### src/rtl/ptr_agen.sv
module ptr_agen #(
  parameter int AW = 16,
  parameter int QW = 6
) (
  input  logic [2:0]    mode,
  input  logic [1:0]    ptr_sel,
  input  logic          disp_z,
  input  logic [QW-1:0] disp,
  input  logic [AW-1:0] dir_word,
  input  logic [7:0]    r26,
  input  logic [7:0]    r27,
  input  logic [7:0]    r28,
  input  logic [7:0]    r29,
  input  logic [7:0]    r30,
  input  logic [7:0]    r31,
  output logic          dm_en,
  output logic [AW-1:0] dm_addr,
  output logic          pm_en,
  output logic [AW-2:0] pm_word,
  output logic          pm_hi,
  output logic          wb_en,
  output logic [1:0]    wb_sel,
  output logic [AW-1:0] wb_val
);

  localparam logic [2:0] M_DIR  = 3'd1;
  localparam logic [2:0] M_IND  = 3'd2;
  localparam logic [2:0] M_DISP = 3'd3;
  localparam logic [2:0] M_PRE  = 3'd4;
  localparam logic [2:0] M_POST = 3'd5;
  localparam logic [2:0] M_PROG = 3'd6;
  localparam logic [AW-1:0] ONE = AW'(1);

  logic [AW-1:0] px, py, pz, sel_ptr, base, dsum;
  logic [1:0]    sel_n;

  assign px = {r27, r26};
  assign py = {r29, r28};
  assign pz = {r31, r30};

  assign sel_n   = ptr_sel[1] ? 2'd2 : ptr_sel;
  assign sel_ptr = (sel_n == 2'd0) ? px : (sel_n == 2'd1) ? py : pz;
  assign base    = disp_z ? pz : py;
  assign dsum    = base + AW'(disp);

  always_comb begin
    dm_en   = 1'b0;
    dm_addr = '0;
    case (mode)
      M_DIR:  begin dm_en = 1'b1; dm_addr = dir_word;      end
      M_IND:  begin dm_en = 1'b1; dm_addr = sel_ptr;       end
      M_DISP: begin dm_en = 1'b1; dm_addr = dsum;          end
      M_PRE:  begin dm_en = 1'b1; dm_addr = sel_ptr - ONE; end
      M_POST: begin dm_en = 1'b1; dm_addr = sel_ptr;       end
      default: ;
    endcase
  end

  always_comb begin
    wb_en  = 1'b0;
    wb_sel = 2'd0;
    wb_val = '0;
    if (mode == M_PRE) begin
      wb_en  = 1'b1;
      wb_sel = sel_n;
      wb_val = sel_ptr - ONE;
    end else if (mode == M_POST) begin
      wb_en  = 1'b1;
      wb_sel = sel_n;
      wb_val = sel_ptr + ONE;
    end
  end

  assign pm_en   = (mode == M_PROG);
  assign pm_word = pm_en ? pz[AW-1:1] : '0;
  assign pm_hi   = pm_en & pz[0];

  always_comb begin
    if (mode == M_PRE)
      a_r4_pre_addr_is_wb: assert (wb_en && wb_val == dm_addr)
        else $error("R4 pre-decrement address differs from write-back");
    if (mode == M_POST)
      a_r5_post_wb_above_addr: assert (wb_en && wb_val == dm_addr + ONE)
        else $error("R5 post-increment write-back not one above address");
    if (mode == M_IND || mode == M_DISP || mode == M_DIR)
      a_r2_r3_no_writeback: assert (!wb_en && dm_en)
        else $error("R2/R3 non-modifying mode asserted write-back");
    a_r7_one_space: assert (!(dm_en && pm_en))
      else $error("R7 data and program access at once");
    if (mode == 3'd0 || mode == 3'd7)
      a_r8_idle_quiet: assert (!dm_en && !pm_en && !wb_en && dm_addr == '0)
        else $error("R8 idle mode drove an output");
  end

endmodule

### config.mk
export PLATFORM = sky130hd
export DESIGN_NAME = ptr_agen
export DESIGN_NICKNAME = d
export VERILOG_FILES = /design/src/rtl/ptr_agen.sv
export SDC_FILE = /design/constraint.sdc
export NUM_CORES = 1
export LEC_CHECK = 0
export BUFFER_PORTS_ARGS = -buffer_cell sky130_fd_sc_hd__buf_4
export CORE_ASPECT_RATIO = 1.75
export CORE_MARGIN = 5
export CORE_UTILIZATION = 49
export DETAILED_ROUTE_END_ITERATION = 12
export PLACE_DENSITY = 0.93
export SETUP_SLACK_MARGIN = 0.2
export SLEW_MARGIN = 20
export SYNTH_ARGS = -nofsm -noshare
export SYNTH_HDL_FRONTEND = slang
export SYNTH_SLANG_ARGS = --single-unit
### constraint.sdc
create_clock -name vclk -period 5.4
set_input_delay 0.81 -clock vclk [all_inputs]
set_output_delay 0.81 -clock vclk [all_outputs]
set_load 0.01 [all_outputs]
=== After elaboration in Yosys (flattened, before gate mapping) ===
Index checks and enable logic that the tools add are counted.

* Register bits: 0
* Input port bits: 76
* Output and inout bits: 53

* Add/subtract/negate cells: 3
* Equality and inequality tests: 7
* Muxes and demuxes: 13
* Bitwise operators: 1
* Reductions and logical operators: 3

{| class="wikitable"
|+ Operators with widths
! kind !! count
|-
| 16-bit 2-to-1 mux || 5
|-
| 16-bit case mux with 4 select lines || 1
|-
| 16-bit by 1-bit adder with 16-bit output (second input constant) || 1
|-
| 16-bit by 6-bit adder with 16-bit output || 1
|-
| 16-bit by 1-bit subtractor with 16-bit output (second input constant) || 1
|-
| 15-bit 2-to-1 mux || 1
|-
| 3-bit == test (second input constant) || 3
|-
| 3-bit by 2-bit == test with 1-bit output (second input constant) || 2
|-
| 2-bit 2-to-1 mux || 3
|-
| 5-bit OR reduction || 1
|-
| 3-bit by 1-bit == test with 1-bit output (second input constant) || 1
|-
| 1-bit 2-to-1 mux || 3
|-
| 2-bit by 1-bit == test with 1-bit output (second input constant) || 1
|-
| 2-bit logical NOT || 1
|-
| 2-bit OR reduction || 1
|-
| 1-bit bitwise AND || 1
|}

=== Longest topological paths before layout ===
Gate-level depths: netlist of the first run.

* Depth in word-level cells: 7
* Gate-level depth with buffers: 12

=== Least setup slack after synthesis of the first run ===
OpenSTA, ideal clock, no wires.

* Path type: input-to-output
* Start point: input disp_z
* End point: output dm_addr[6]
* Arrival time: 3.866 ns
* Path slack: 0.724 ns
* Stages on the path: 12
* Buffers on the path: 3
* Cell sequence: clkbuf_1 -> buf_1 -> clkbuf_1 -> mux2_2 -> ha_1 -> fa_1 -> a211oi_1 -> o21bai_1 -> a21oi_1 -> xnor2_1 -> nor2_1 -> a2111o_1

* Cells in the longest elaborated chain, start to end: 3

{| class="wikitable"
|+ RTL lines
! element !! line !! text
|-
| from (decl) || 7 || <nowiki>input logic disp_z,</nowiki>
|-
| 16-bit 2-to-1 mux || 43 || <nowiki>assign base = disp_z ? pz : py;</nowiki>
|-
| 16-bit by 6-bit adder with 16-bit output || 44 || <nowiki>assign dsum = base + AW'(disp);</nowiki>
|-
| 16-bit case mux with 4 select lines || 49 || <nowiki>case (mode)</nowiki>
|-
| to (decl) || 17 || <nowiki>output logic [AW-1:0] dm_addr,</nowiki>
|}

No other way between the ends.

=== Worst setup path in the final report of the first run ===
* Start point: input disp_z
* End point: output dm_addr[14]

Same word-level chain as after synthesis.

==> results of run 1 <==
-- stage by stage --
| stage | hold slack, ns | instances | area, um2 | utilization | setup WS (ns) |
|---|---|---|---|---|---|
| after floorplan | 1.76 | 369 | 2530 | - | 0.724 |
| after global placement | 1.92 | 529 | 3460 | 0.694 | 1.17 |
| after detailed placement | 1.93 | 529 | 3460 | 0.694 | 1.05 |
| after CTS | 1.93 | 529 | 3460 | 0.694 | 1.06 |
| after global routing | 1.94 | 529 | 3460 | 0.694 | 0.808 |
| final | 1.93 | 529 | 3460 | 0.694 | 0.993 |
-- worst max-delay path by stage --
| stage | to | cells past startpoint |
|---|---|---|
| 2_1_floorplan | dm_addr[6] | 12 |
| 3_3_place_gp | dm_addr[8] | 11 |
| 3_5_place_dp | dm_addr[8] | 11 |
| 4_1_cts | dm_addr[14] | 11 |
| 5_1_grt | dm_addr[8] | 11 |
| 6_report | dm_addr[14] | 11 |
-- cells in the final DEF, fill, tap and decap left out, types with 12 or more instances in the layout --
cell and n:
buf_4 132, nand2_1 41, mux2i_1 30, nor2_1 25, xnor2_1 22, and2_1 21, nand3_1 17, o21ai_0 15
nor3_1 14, a21oi_1 12
-- critical path: cells and delay by family --
family                     cells  cell delay [ns]
AOI/OAI and AO/OA              4             1.00
xor gates and xnor gates       1             0.14
adders and majority gates      2             0.64
buffers and inverters          2             0.43
muxes                          1             0.38
and+or+nand+nor                1             0.19
-- synth_stat cells, types with 4 or more instances --
cell	count
xnor2_1	22
inv_1	4
mux2_2	8
nor2_1	25
a21o_1	6
nand3_1	17
o22ai_1	6
nor4_1	5
a22oi_1	8
o221ai_1	4
nand4_1	9
nand2b_1	4
o21a_1	9
clkbuf_1	13
nand4b_1	4
and2_1	21
buf_2	4
xor2_1	8
ha_1	8
a21oi_1	12
o21ai_0	15
nor3_1	14
or4_1	4
o21ai_1	7
nand2_1	41
mux2i_1	30
buf_1	5
and3_1	5
-- where the power goes --
part	internal, W	switching (W)
Combinational	0.000149	0.000183
Sequential	0	0
Clock	0	0
Total	0.000149	0.000183
-- routing by layer --
| metal | vias up | track usage | part of all wire |
|---|---|---|---|
| li1 | 1611 | - | - |
| met5 | - | 0 | 0 |
| met1 | 1627 | 0.329 | 0.37 |
| met3 | 20 | 0.0290 | 0.088 |
| met4 | 0 | 0.0553 | 0.018 |
| met2 | 214 | 0.498 | 0.52 |
-- final cells by class --
cell class,instances,area (um2)
multi-input combinational,339,2380
fill,458,1520
timing repair buffer,132,991
tap,54,67.6
inverter,4,15.0
-- logic make-up after synthesis --
family,share of synthesized area
mux,0.160
simple gates,0.364
xor+xnor,0.104
buf+inv,0.0570
fa+ha+maj,0.0476
compound gates,0.267
==> impl_metrics.yaml, run 1 <==
outcome:
  status: "completed"
worst_setup_path:
  critPathLaunchType: "primary input"
  crit_start: "disp_z"
  crit_path_end_kind: "primary output"
  worstPathArrival_ns: 3.60
  critPathMaxFanout: 25
  path_class: "in2out"
  crit_top_cell: "buf_4"
  cp.required_ns: 4.59
  cp_slowest_cell: "fa_1"
  cp_slowest_stage_delay_ns: 0.43
  worstPathCellList: "buf_4, mux2_2, ha_1, fa_1, a211oi_1, o21ai_0, nand3b_1, xnor2_1, o221ai_1, a21o_1, buf_4"
logic_synthesis:
  synth_cells: 369
  netlist.area_leader.share: 0.119
  ys_seq_area_frac: 0
  synth_area_leaders: "mux2i_1, xnor2_1, nand2_1"
  yosys.area.top_type: "mux2i_1"
  ys_types: 59
  ys_warn_count: 0
  syn_area_per_cell_um2: 6.85
  synth_area_um2: 2530
  mappedNetlistNets: 454
power_and_ir_drop:
  power.total_w: 0.000332
  p_leak_nw: 1.54
  power_density_nw_per_um2: 96.1
  ir_worst_vdd_uv: 72.3
route:
  first_iter_violations: 338
  viasPerCell: 6.56
  postRouteWirelength_mm: 9.85
  ant_nets: 0
  wl_per_cell_um: 18.6
  post-route-drc-count: 0
  firstDrtPassIters: 5
  vias: 3472
floorplanning:
  fp-row-count: 34
  die_w_um: 64.3
  die_height_um: 105
  coreArea_um2: 4980
  initial_core_util: 0.508
  dieArea_um2: 6750
  io_pins: 129
timing:
  hold_viol: 0
  setup_tns_ns: 0
  slew_violations: 0
  rsz0062_at_grt: "no"
  fin_crit_sh: 0.816
  tightest_slew_ns: 0.944
  setup_viol: 0
  fmax_mhz: 227
  relSlewSlack: 0.367
  min_period_ns: 4.41
layout:
  drive_above_1_share: 0.320
  synthToLayoutAreaGrowth_pct: 36.8
  nClkBuffers: 0
  diodes: 0
  register_area_um2: 0
  numSequentialCells: 0
  fin_nets: 562
global_routing:
  grtUsageTotal: 0.271
  grt_pass1_wl_mm: 15.8
  grt_max_degree: 40
  antenna_found_initial: 0
  overflow: 0
  first_global_vias: 3306
job:
  drv_cap: 0
place:
  portBuffers: 129
  place.gp.congestion: 0.961
  dp_hpwl_mm: 7.78
worst_hold_path:
  hold_path.class: "in2out"
  holdPathEnd: "pm_word[4]"
  hold_depth: 3
  hp-start: "r30[5]"
clock_network:
  post_cts_buffers: 0
  ctsHoldBuffers: 0
  cts_resized: 0
Note: power is estimated with default switching activity, not from simulation.
==> run 2: changes to the inputs <==
--- a/config.mk
+++ b/config.mk
@@ -8,9 +8,9 @@
 export BUFFER_PORTS_ARGS = -buffer_cell sky130_fd_sc_hd__buf_4
 export CORE_ASPECT_RATIO = 1.75
 export CORE_MARGIN = 5
-export CORE_UTILIZATION = 49
+export CORE_UTILIZATION = 44
 export DETAILED_ROUTE_END_ITERATION = 12
-export PLACE_DENSITY = 0.93
+export PLACE_DENSITY = 0.89
 export SETUP_SLACK_MARGIN = 0.2
 export SLEW_MARGIN = 20
 export SYNTH_ARGS = -nofsm -noshare
==> constraint.sdc (replaced) <==
create_clock -name vclk -period 4
set_input_delay 0.6 -clock vclk [all_inputs]
set_output_delay 0.6 -clock vclk [all_outputs]
set_load 0.01 [all_outputs]
==> impl_metrics.yaml, run 2 (synthesis results as in run 1) <==
outcome:
  status: "completed"
layout:
  layout_commonest_cell: "buf_4"
  diodes: 0
  numSequentialCells: 0
  synthToLayoutAreaGrowth_pct: 39.6
  stdcell_area_um2: 3530
  fin_nets: 567
  layout_common_cells: "buf_4, nand2_1, mux2i_1"
  nClkBuffers: 0
  drive_above_1_share: 0.329
  register_area_um2: 0
floorplanning:
  die_height_um: 110
  die_w_um: 67.3
  fp-row-count: 36
  initial_core_util: 0.452
  io_pins: 129
  coreArea_um2: 5590
  dieArea_um2: 7420
worst_setup_path:
  cp.required_ns: 3.40
  critPathMaxFanout: 11
  worstPathCellList: "buf_4, mux2_2, ha_1, fa_1, a211oi_2, o21bai_1, a21oi_1, xnor2_1, nor2_1, a2111o_1, buf_4"
  crit_top_cell: "buf_4"
  cp_slowest_stage_delay_ns: 0.43
  path_buf_inv: 2
  critPathLaunchType: "primary input"
  path_delay_family: "compound AO/OA/AOI/OAI gates"
  crit_path_end_kind: "primary output"
  cp_slowest_cell: "fa_1"
  crit_start: "disp_z"
  worstPathArrival_ns: 3.06
  path_class: "in2out"
timing:
  relSlewSlack: 0.518
  fin_crit_sh: 0.915
  hold_viol: 0
  setup_tns_ns: 0
  min_period_ns: 3.66
  tightest_slew_ns: 0.716
  rsz0062_at_grt: "no"
  slew_violations: 0
  fmax_mhz: 273
  setup_viol: 0
global_routing:
  grt_pass1_wl_mm: 15.3
  overflow: 0
  antenna_found_initial: 0
  grtUsageTotal: 0.257
  first_global_vias: 3245
  grt_max_degree: 40
power_and_ir_drop:
  power_density_nw_per_um2: 130
  comb_power_share: 1.000
  p_sw_w: 0.000251
  p_leak_nw: 1.56
  intPower_w: 0.000207
  p_sw_frac: 0.548
  seq_power_share: 0
  clkPwrFrac: 0
  power.total_w: 0.000457
  ir_worst_vdd_uv: 86.8
clock_network:
  ctsHoldBuffers: 0
  post_cts_buffers: 0
  cts_resized: 0
route:
  first_iter_violations: 367
  postRouteWirelength_mm: 10.1
  post-route-drc-count: 0
  viasPerCell: 6.21
  firstDrtPassIters: 5
  vias: 3451
  ant_nets: 0
  wl_per_cell_um: 18.1
place:
  dpl_cell_area_um2: 3520
  place.gp.congestion: 0.894
  portBuffers: 129
  dp_hpwl_mm: 8.18
job:
  drv_cap: 0
worst_hold_path:
  hold_path.class: "in2out"
  hp-start: "r31[6]"
==> run 2: changes by cell type in the layout (fill, tap and decap cells not counted) <==
cell / previous run / this run
buf_4: 132 / 137
o21ai_0: 15 / 14
o21ai_1: 7 / 8
a211oi_2: 0 / 1
a211oi_1: 2 / 1
==> run 2: routing by layer <==
metal  track usage  vias up  routed length, um
met5             0        -                  0
met1         0.312     1604               3700
li1              -     1621                  -
met3        0.0183       33                728
met4        0.0885        0                318
met2         0.464      193               5340
==> run 2: layout make-up <==
cell class | count | area (um2)
well taps | 76 | 95.1
repair buffers | 137 | 1030
inverters | 4 | 15.0
multi-input cells | 339 | 2390
fillers | 539 | 2060
==> run 2: power groups by stage <==
stage / Clock [W] / Sequential (W) / Combinational, W
floorplan: 0 / 0 / 0.000268
global placement: 0 / 0 / 0.000440
detailed placement: 0 / 0 / 0.000448
CTS: 0 / 0 / 0.000450
global route: 0 / 0 / 0.000490
finish: 0 / 0 / 0.000457
==> run 2: final timing paths <==
check / to / slack [ns] / depth (start not counted)
hold / removal: pm_word[13] / 1.51 / 3
setup / recovery: dm_addr[6] / 0.34 / 11
==> run 2: per-stage QoR <==
stage               setup slack, ns  hold WS, ns  instances  utilization
floorplan                     0.209         1.34        369            -
global placement              0.240         1.50        556        0.630
detailed placement            0.206         1.51        556        0.630
CTS                           0.211         1.51        556        0.630
global route                  0.229         1.52        556        0.631
finish                        0.341         1.51        556        0.631
==> run 3: changes to the inputs <==
--- a/config.mk
+++ b/config.mk
@@ -11,6 +11,7 @@
 export CORE_UTILIZATION = 44
 export DETAILED_ROUTE_END_ITERATION = 12
 export PLACE_DENSITY = 0.89
+export RECOVER_POWER = 100
 export SETUP_SLACK_MARGIN = 0.2
 export SLEW_MARGIN = 20
 export SYNTH_ARGS = -nofsm -noshare
==> impl_metrics.yaml, run 3 (synthesis results as in run 1) <==
outcome:
  status: "completed"
timing:
  rsz0062_at_grt: "no"
  setup_tns_ns: 0
  relSlewSlack: 0.529
  min_period_ns: 3.76
  hold_viol: 0
  tightest_slew_ns: 0.698
  slew_violations: 0
  fmax_mhz: 266
  whs_ns: 1.51
  fin_crit_sh: 0.941
  setup_viol: 0
floorplanning:
  dieArea_um2: 7420
  initial_core_util: 0.452
  die_height_um: 110
  fp-row-count: 36
  die_w_um: 67.3
  io_pins: 129
  coreArea_um2: 5590
layout:
  layout_common_cells: "buf_4, nand2_1, mux2i_1, clkbuf_1, nor2_1"
  numSequentialCells: 0
  register_area_um2: 0
  diodes: 0
  nFillCells: 576
  fin_nets: 567
  drive_above_1_share: 0.260
  nClkBuffers: 0
  layout_commonest_cell: "buf_4"
  synthToLayoutAreaGrowth_pct: 33.7
global_routing:
  grt_max_degree: 40
  grt_pass1_wl_mm: 15.3
  overflow: 0
  first_global_vias: 3245
  grtUsageTotal: 0.257
  antenna_found_initial: 0
route:
  viasPerCell: 6.20
  postRouteWirelength_mm: 10.1
  wl_per_cell_um: 18.2
  post-route-drc-count: 0
  ant_nets: 0
  firstDrtPassIters: 5
  vias: 3448
  first_iter_violations: 314
worst_setup_path:
  crit_path_end_kind: "primary output"
  worstPathArrival_ns: 3.16
  cp.required_ns: 3.40
  crit_start: "ptr_sel[0]"
  path_class: "in2out"
  critPathMaxFanout: 17
  critPathLaunchType: "primary input"
place:
  place.gp.congestion: 0.894
  dp_hpwl_mm: 8.18
  portBuffers: 129
clock_network:
  post_cts_buffers: 0
  ctsHoldBuffers: 0
  cts_resized: 0
power_and_ir_drop:
  p_leak_nw: 1.43
  power_density_nw_per_um2: 128
  ir_worst_vdd_uv: 86.5
worst_hold_path:
  holdPathEnd: "pm_word[5]"
  hold_depth: 3
  hold_path.class: "in2out"
  hp-start: "r30[6]"
job:
  drv_cap: 0
[run 3: critical path, stage by stage]
cell and delay (ns):
buf_4 0.29, mux2i_1 0.29, o21a_1 0.32, nand4_1 0.47, or4_1 0.68, a21o_1 0.20
a21oi_1 0.13, clkbuf_1 0.17
[run 3: cell type report]
type	instances	area, um2	area share
Inverter	4	15.0	0.00444
Multi-Input combinational cell	339	2350	0.696
Tap cell	76	95.1	0.0281
Timing Repair Buffer	137	916	0.271
[run 3: per-layer routing]
layer / vias up / share of wire / GRT usage
met2: 169 / 0.53 / 0.464
met3: 26 / 0.061 / 0.0183
li1: 1621 / - / -
met1: 1632 / 0.38 / 0.312
met5: - / 0 / 0
met4: 0 / 0.028 / 0.0885
[run 3: stage by stage]
| step | utilization | cell area [um2] | total power [W] | instances | setup slack, ns |
|---|---|---|---|---|---|
| after floorplan | - | 2530 | 0.000268 | 369 | 0.209 |
| after global placement | 0.630 | 3520 | 0.000440 | 556 | 0.240 |
| after detailed placement | 0.630 | 3520 | 0.000448 | 556 | 0.206 |
| after CTS | 0.630 | 3520 | 0.000450 | 556 | 0.211 |
| after global routing | 0.605 | 3380 | 0.000466 | 556 | 0.139 |
| final | 0.605 | 3380 | 0.000434 | 556 | 0.236 |
[run 3: how the worst max path moves through the flow]
stage	end	slack (ns)	cells after the start
after detailed placement	dm_addr[8]	0.21	11
final	wb_val[7]	0.24	8
after global routing	wb_val[7]	0.14	8
after global placement	dm_addr[8]	0.24	11
after floorplan	dm_addr[6]	0.21	12
after CTS	dm_addr[8]	0.21	11
[run 3: where the power goes]
part | leakage [nW] | switching, W | internal (W)
sequential | 0 | 0 | 0
clock | 0 | 0 | 0
combinational | 1.43 | 0.000247 | 0.000187
total | 1.43 | 0.000247 | 0.000187
